## src/rtl/evt_route_pkg.sv

```systemverilog
package evt_route_pkg;

    // Fixed source-to-strobe latency in clock cycles.
    localparam int LAT = 3;

    // State of one channel's overrun flag.
    typedef enum logic {
        OVR_IDLE = 1'b0,
        OVR_HELD = 1'b1
    } ovr_state_e;

endpackage

```

## src/rtl/evt_route_cfg.sv

```systemverilog
module evt_route_cfg #(
    parameter int USR_N = 4,
    parameter int SELW  = 3,
    parameter int CHW   = 2
) (
    input  logic                       clk,
    input  logic                       rst_n,
    input  logic                       cfg_we,
    input  logic [CHW-1:0]             cfg_addr,
    input  logic [SELW+1:0]            cfg_wdata,
    output logic [USR_N-1:0]           ch_en,
    output logic [USR_N-1:0][SELW-1:0] ch_sel,
    output logic [USR_N-1:0]           ch_clr
);
    localparam int EN_BIT  = SELW;
    localparam int CLR_BIT = SELW + 1;

    for (genvar c = 0; c < USR_N; c++) begin : g_chan
        logic wr_hit;
        assign wr_hit    = cfg_we && (cfg_addr == CHW'(c));
        assign ch_clr[c] = wr_hit && cfg_wdata[CLR_BIT];

        always_ff @(posedge clk or negedge rst_n) begin
            if (!rst_n) begin
                ch_en[c]  <= 1'b0;
                ch_sel[c] <= '0;
            end else if (wr_hit) begin
                ch_en[c]  <= cfg_wdata[EN_BIT];
                ch_sel[c] <= cfg_wdata[SELW-1:0];
            end
        end
    end

endmodule

```

## src/rtl/evt_route_match.sv

```systemverilog
module evt_route_match #(
    parameter int GEN_N = 8,
    parameter int USR_N = 4,
    parameter int SELW  = 3
) (
    input  logic [GEN_N-1:0]           gen_pulse,
    input  logic [USR_N-1:0]           ch_en,
    input  logic [USR_N-1:0][SELW-1:0] ch_sel,
    output logic [USR_N-1:0]           hit
);
    // Pad the source vector to the full select range. Select codes past
    // the last real source then pick a constant zero.
    localparam int PADN = 1 << SELW;

    logic [PADN-1:0] gen_pad;
    assign gen_pad = PADN'(gen_pulse);

    for (genvar c = 0; c < USR_N; c++) begin : g_hit
        assign hit[c] = ch_en[c] && gen_pad[ch_sel[c]];
    end

endmodule

```

## src/rtl/evt_route_pipe.sv

```systemverilog
module evt_route_pipe #(
    parameter int W     = 4,
    parameter int DEPTH = 3
) (
    input  logic         clk,
    input  logic         rst_n,
    input  logic [W-1:0] din,
    output logic [W-1:0] dout
);
    logic [DEPTH-1:0][W-1:0] stage;

    for (genvar k = 0; k < DEPTH; k++) begin : g_stage
        if (k == 0) begin : g_first
            always_ff @(posedge clk or negedge rst_n) begin
                if (!rst_n) stage[k] <= '0;
                else        stage[k] <= din;
            end
        end else begin : g_next
            always_ff @(posedge clk or negedge rst_n) begin
                if (!rst_n) stage[k] <= '0;
                else        stage[k] <= stage[k-1];
            end
        end
    end

    assign dout = stage[DEPTH-1];

endmodule

```

## src/rtl/evt_route_ovr.sv

```systemverilog
module evt_route_ovr #(
    parameter int USR_N = 4
) (
    input  logic             clk,
    input  logic             rst_n,
    input  logic [USR_N-1:0] set,
    input  logic [USR_N-1:0] clr,
    output logic [USR_N-1:0] flag
);
    import evt_route_pkg::*;

    for (genvar c = 0; c < USR_N; c++) begin : g_fsm
        ovr_state_e state_q;
        ovr_state_e state_d;

        always_comb begin
            state_d = state_q;
            unique case (state_q)
                OVR_IDLE: if (set[c])               state_d = OVR_HELD;
                OVR_HELD: if (clr[c] && !set[c])    state_d = OVR_IDLE;
                default:                            state_d = OVR_IDLE;
            endcase
        end

        always_ff @(posedge clk or negedge rst_n) begin
            if (!rst_n) state_q <= OVR_IDLE;
            else        state_q <= state_d;
        end

        always_comb begin
            flag[c] = (state_q == OVR_HELD);
        end
    end

endmodule

```

## src/rtl/evt_route_fabric.sv

```systemverilog
module evt_route_fabric #(
    parameter int GEN_N = 8,
    parameter int USR_N = 4,
    parameter int SELW  = (GEN_N > 1) ? $clog2(GEN_N) : 1,
    parameter int CHW   = (USR_N > 1) ? $clog2(USR_N) : 1
) (
    input  logic             clk,
    input  logic             rst_n,
    input  logic [GEN_N-1:0] gen_pulse,
    input  logic [USR_N-1:0] usr_busy,
    input  logic             cfg_we,
    input  logic [CHW-1:0]   cfg_addr,
    input  logic [SELW+1:0]  cfg_wdata,
    output logic [SELW+1:0]  cfg_rdata,
    output logic [USR_N-1:0] usr_strobe,
    output logic [USR_N-1:0] usr_overrun
);
    logic [USR_N-1:0]           ch_en;
    logic [USR_N-1:0][SELW-1:0] ch_sel;
    logic [USR_N-1:0]           ch_clr;
    logic [USR_N-1:0]           hit;
    logic [USR_N-1:0]           ovr_set;

    evt_route_cfg #(.USR_N(USR_N), .SELW(SELW), .CHW(CHW)) u_cfg (
        .clk      (clk),
        .rst_n    (rst_n),
        .cfg_we   (cfg_we),
        .cfg_addr (cfg_addr),
        .cfg_wdata(cfg_wdata),
        .ch_en    (ch_en),
        .ch_sel   (ch_sel),
        .ch_clr   (ch_clr)
    );

    evt_route_match #(.GEN_N(GEN_N), .USR_N(USR_N), .SELW(SELW)) u_match (
        .gen_pulse(gen_pulse),
        .ch_en    (ch_en),
        .ch_sel   (ch_sel),
        .hit      (hit)
    );

    evt_route_pipe #(.W(USR_N), .DEPTH(evt_route_pkg::LAT)) u_pipe (
        .clk  (clk),
        .rst_n(rst_n),
        .din  (hit),
        .dout (usr_strobe)
    );

    assign ovr_set = usr_strobe & usr_busy;

    evt_route_ovr #(.USR_N(USR_N)) u_ovr (
        .clk  (clk),
        .rst_n(rst_n),
        .set  (ovr_set),
        .clr  (ch_clr),
        .flag (usr_overrun)
    );

    always_comb begin
        cfg_rdata = '0;
        for (int c = 0; c < USR_N; c++) begin
            if (cfg_addr == CHW'(c)) begin
                cfg_rdata = {usr_overrun[c], ch_en[c], ch_sel[c]};
            end
        end
    end

endmodule

```

## config.mk

```make
export PLATFORM = sky130hd
export DESIGN_NAME = evt_route_fabric
export DESIGN_NICKNAME = d
export VERILOG_FILES = /design/src/rtl/evt_route_pkg.sv /design/src/rtl/evt_route_cfg.sv /design/src/rtl/evt_route_match.sv /design/src/rtl/evt_route_pipe.sv /design/src/rtl/evt_route_ovr.sv /design/src/rtl/evt_route_fabric.sv
export SDC_FILE = /design/constraint.sdc
export NUM_CORES = 1
export LEC_CHECK = 0
export BUFFER_PORTS_ARGS = -buffer_cell sky130_fd_sc_hd__buf_2
export CAP_MARGIN = 40
export CORE_MARGIN = 3
export CORE_UTILIZATION = 53
export CTS_BUF_LIST = sky130_fd_sc_hd__clkbuf_4 sky130_fd_sc_hd__clkbuf_8 sky130_fd_sc_hd__clkbuf_16
export DETAILED_ROUTE_END_ITERATION = 7
export PLACE_DENSITY = 0.78
export SKIP_CTS_REPAIR_TIMING = 1
export SYNTH_ARGS = -nofsm -noshare
export SYNTH_HDL_FRONTEND = slang
export SYNTH_SLANG_ARGS = --single-unit
```

## constraint.sdc

```tcl
create_clock -name clk -period 1.7 [get_ports clk]
set_input_delay 0 -clock clk [delete_from_list [all_inputs] [get_ports clk]]
set_output_delay 0 -clock clk [all_outputs]
set_load 0.02 [all_outputs]
```

## Word level (Yosys, flattened, before mapping)

Cells that the tools add are included.

| cells by class | value |
|---|---|
| bitwise operators | 5 |
| equal/unequal tests | 3 |
| mux-type cells | 24 |
| order comparisons | 4 |
| reductions and logical operators | 21 |

Operator list:

| kind | count |
|---|---|
| 2-to-1 mux 5 bit | 4 |
| logical AND 1 bit | 16 |
| less-than comparator 3 x 4 -> 1 bit (second input constant) | 4 |
| binary-select mux 1 bit (select 3 bit) | 4 |
| 2-to-1 mux 1 bit | 12 |
| case mux 1 bit (2 select lines) | 4 |
| bitwise AND 4 bit | 1 |
| == test 2 bit (second input constant) | 2 |
| zero test 1 bit | 4 |
| inverter 1 bit | 4 |
| == test 2 x 1 -> 1 bit (second input constant) | 1 |
| zero test 2 bit | 1 |

| storage, ports and cells | value |
|---|---|
| input port bits | 22 |
| output and inout port bits | 13 |
| word-level logic and storage cells | 72 |
| bits in registers | 32 |

## Depth between registers and ports, before layout

| logic depth | value |
|---|---|
| depth after elaboration | 6 |
| gate-level depth with buffers | 4 |
| mapped depth without buffers | 3 |

## Hierarchy

From an unflattened synthesis, not the netlist that was laid out.

| unflattened totals | value |
|---|---|
| cells, all modules | 113 |
| area total of the unflattened synthesis | 1,589.0 µm² |

By module, submodules not included:

| module | area an instance (µm²) | times used | cells each | seq. area each (µm²) |
|---|---|---|---|---|
| evt_route_cfg | 649.4 | 1 | 43 | 400.4 |
| evt_route_pipe | 330.3 | 1 | 16 | 300.3 |
| evt_route_match | 285.3 | 1 | 28 | 0.0 |
| evt_route_ovr | 175.2 | 1 | 16 | 100.1 |
| evt_route_fabric | 148.9 | 1 | 10 | 0.0 |

## Worst setup path before layout

OpenSTA, ideal clock, no wires.

| timing | value |
|---|---|
| kind | reg2reg |
| start point | reg u_cfg.ch_sel[9] (netlist name) |
| end point | reg u_pipe.stage[3] (netlist name) |
| required time | 1.567 ns |
| arrival time | 1.068 ns |
| path buffers | 0 |
| setup time | 0.133 ns |
| setup slack | 0.499 ns |
| stages on the path, launching flop included | 4 |
| period minus slack after synthesis | 1.201 ns |
| cell sequence | dfrtp_1 mux4_1 nor2_1 a311oi_1 |

| on the way | value |
|---|---|
| word-level cells in the longest chain between the ends | 3 |

Ends and longest elaborated chain:

| what | line | source |
|---|---|---|
| from (decl) | evt_route_cfg.sv:12 | `output logic [USR_N-1:0][SELW-1:0] ch_sel,` |
| from (signal, indexed assignment) | evt_route_cfg.sv:29 | `ch_sel[c] <= cfg_wdata[SELW-1:0];` |
| binary-select mux 1 bit (select 3 bit) | evt_route_match.sv:19 | `assign hit[c] = ch_en[c] && gen_pad[ch_sel[c]];` |
| 2-to-1 mux 1 bit (implied by the code) | evt_route_match.sv:19 |  |
| logical AND 1 bit | evt_route_match.sv:19 |  |
| net hit[3] | evt_route_fabric.sv:21 | `logic [USR_N-1:0] hit;` |
| to (signal, indexed assignment) | evt_route_pipe.sv:16 | `else stage[k] <= din;` |
| to (decl) | evt_route_pipe.sv:10 | `logic [DEPTH-1:0][W-1:0] stage;` |

The timed path passes the listed nets, and every way through them passes these cells. The select of a mux whose other input is x is not followed.
A chain may end at the register's enable or synchronous reset.

## Final worst setup path

| timing | value |
|---|---|
| start point | reg u_cfg.ch_sel[6] (netlist name) |
| end point | out cfg_rdata[0] |

| on the way | value |
|---|---|
| word-level cells in the longest chain between the ends | 2 |

Ends and longest elaborated chain:

| what | line | source |
|---|---|---|
| 2-to-1 mux 5 bit (2 in series) | evt_route_fabric.sv:62 | `if (cfg_addr == CHW'(c)) begin` |
| to (decl) | evt_route_fabric.sv:14 | `output logic [SELW+1:0] cfg_rdata,` |

Every way passes these cells.

==> results.txt <==
Core area: 2635 µm²
Synth unique cells: 17
CP Cell Sequence: mux4_1 > buf_2
Sequential share of the synthesized area: 51.74%
Vias per std cell: 5.944
CP startpoint kind: flip-flop
TritonCTS clock tree: yes
Worst-Skew Late Latency: 0.32 ns
DR iter-0 viols: 38
Fin nets: 171
Area growth syn-to-layout: 19.00%
Top-Level Pins: 35
Final hold viol count: 0
Reg2reg end: u_pipe.stage[2]
DRC: 0
Start of the worst register-to-register path: u_cfg.ch_sel[6]
H-tree depth: 2
Initial Util: 58.74%
Max incr delay on CP: 0.54 ns
Most frequent cells in the layout: 34 x buf_2, 32 x dfrtp_1, 19 x mux2_2
First-pass GRT wire length: 5147 µm
Clock Skew: 0.005185 ns
Diode count: 0
FF-to-FF path depth: 3
Chip Width: 60.04 µm
Worst rel slew slack: 53.94%
Achievable Freq: 666.4 MHz
Clk slew on worst S/H paths: 0.09 ns
IO buf count: 34
Row count: 18
Setup crit end: cfg_rdata[0]
Filler cells: 182
Inserted Clock Buffers: 5
Status: completed
Ratio of final minimum period to clock period: 88.27%
HPWL after DPL: 2428 µm
HP Class: in -> reg
Vias: 1064
Synth area leader: dfrtp_1
Pin count of the biggest net entering global routing: 33
RSZ-0062 raised after global routing: false
GRT Total Usage: 20.79%
Post-Syn Area: 1548 µm²
P_leak: 0.8487 nW
Slew Limit Fails: 0
Hold WS: 0.04712 ns
Slew @ Worst Pin: 0.6908 ns
CP endpoint kind: output port
Antenna-violating nets left: 0
Avg Cell Area, Syn: 14.33 µm²
Clock sink count: 32
Setup Crit Path Kind: reg -> out
Mapped Nets: 130
Routed WL per cell: 18.61 µm
Highest-delay cell along the critical path: mux4_1
PD cells: 1181 nW/µm²
Largest fanout on the critical path: 5
Maximum VDD drop: 0.001130 V
Register bit total from synthesis: 32
Die area: 3605 µm²
Yosys top cell area share: 51.74%
Die height: 60.04 µm
Syn. warnings: 0
1st-pass router iterations: 4
Most common cell after layout, fill and taps aside: buf_2
HP Start: cfg_wdata[4]
Largest cells by area after synthesis: dfrtp_1 52%, mux2_2 14%, mux4_2 7.3%
Min Tclk post-route: 1.501 ns
Post-synthesis cell count: 108
Max cap viols: 0
Root Buffer: clkbuf_4
Overflow after GRT: 0
Final Non-Filler Cells: 179
Proportion of layout cells with a drive suffix above 1: 44.30%
Final setup violation count: 0
Crit. Startpoint: u_cfg.ch_sel[6]
CTS max path bufs: 2
Worst EP required: 1.70 ns
RD Place Congestion: 0.9220
Placed cell count: 162
Initial antenna violation count: 0
Number of global-route vias before repair: 1040
Detailed Route WL: 3331 µm
Reg2reg setup slack: 0.40 ns
Setup TNS: 0 ns
Crit path arrival time: 1.50 ns
[worst min path at each step]
stage | cells past startpoint | to | slack (ns)
floorplan | 0 | u_cfg.ch_en[0] | -0.30
global placement | 1 | u_ovr.g_fsm[2].state_q | 0.07
detailed placement | 1 | u_ovr.g_fsm[2].state_q | 0.08
CTS | 1 | u_pipe.dout[2] | -0.27
global route | 3 | u_pipe.stage[2] | 0.06
finish | 4 | u_ovr.g_fsm[3].state_q | 0.05
[kinds of logic after synthesis]
logic type,after synthesis,synth area share [%]
buffers and inverters,15,6.305
and+or+nand+nor,16,5.416
AOI/OAI and AO/OA,13,6.063
DFF,32,51.74
muxes,32,30.48
[flip-flops by register name, summed over array words and instances, names as in the netlist]
signal / count
u_pipe.stage: 8
u_ovr.g_fsm.state_q: 4
u_cfg.ch_sel: 12
u_cfg.ch_en: 4
u_pipe.dout: 4
[power by group]
part,switching (mW),internal [mW]
Combinational,0.298,0.311
Sequential,0.149,0.941
Clock,0.240,0.234
[final cells by class]
cell class,instances,area [µm²],share of cell area [%]
Timing Repair Buffer,44,270.3,14.67
Tap cell,30,37.54,2.038
Inverter,5,18.77,1.019
Multi-Input combinational cell,61,649.4,35.26
Clock buffer,7,65.06,3.533
Sequential cell,32,800.8,43.48
[cells in the mapped netlist (all sizes together)]
| cell | instances |
|---|---|
| mux2 | 19 |
| nor3b | 1 |
| nor2 | 4 |
| dfrtp | 32 |
| inv | 5 |
| nand3b | 2 |
| nand2 | 8 |
| nand3 | 1 |
| a311oi | 4 |
| o31ai | 4 |
| buf | 10 |
| o21ai | 4 |
| a22o | 1 |
| mux4 | 9 |
| mux2i | 4 |
[worst max-delay path, delay by kind of cell, from the launching register on]
| family | cells | cell delay (ns) |
|---|---|---|
| buffers and inverters | 1 | 0.18 |
| multiplexers | 1 | 0.54 |
| flip-flops | 1 | 0.46 |
[metrics by stage]
stage               area, µm²  util (%)  total power [mW]  worst slack [ns]
finish                   1842     69.90             2.175            0.1994
detailed placement       1677     63.63             1.691            0.4086
global route             1842     69.90             2.300            0.1460
CTS                      1742     66.10             2.165            0.1931
global placement         1677     63.63             1.656            0.4715
floorplan                1548         -             1.549            0.4995
[metal layers]
layer / routed length, µm / track usage (%) / vias to the layer above
met5: 0 / 0 / -
met4: 27 / 7.911 / 0
met3: 202 / 6.911 / 4
met2: 1796 / 35.34 / 45
met1: 1304 / 24.21 / 537
li1: - / - / 478
No activity file was read; power rests on OpenSTA's default activity.
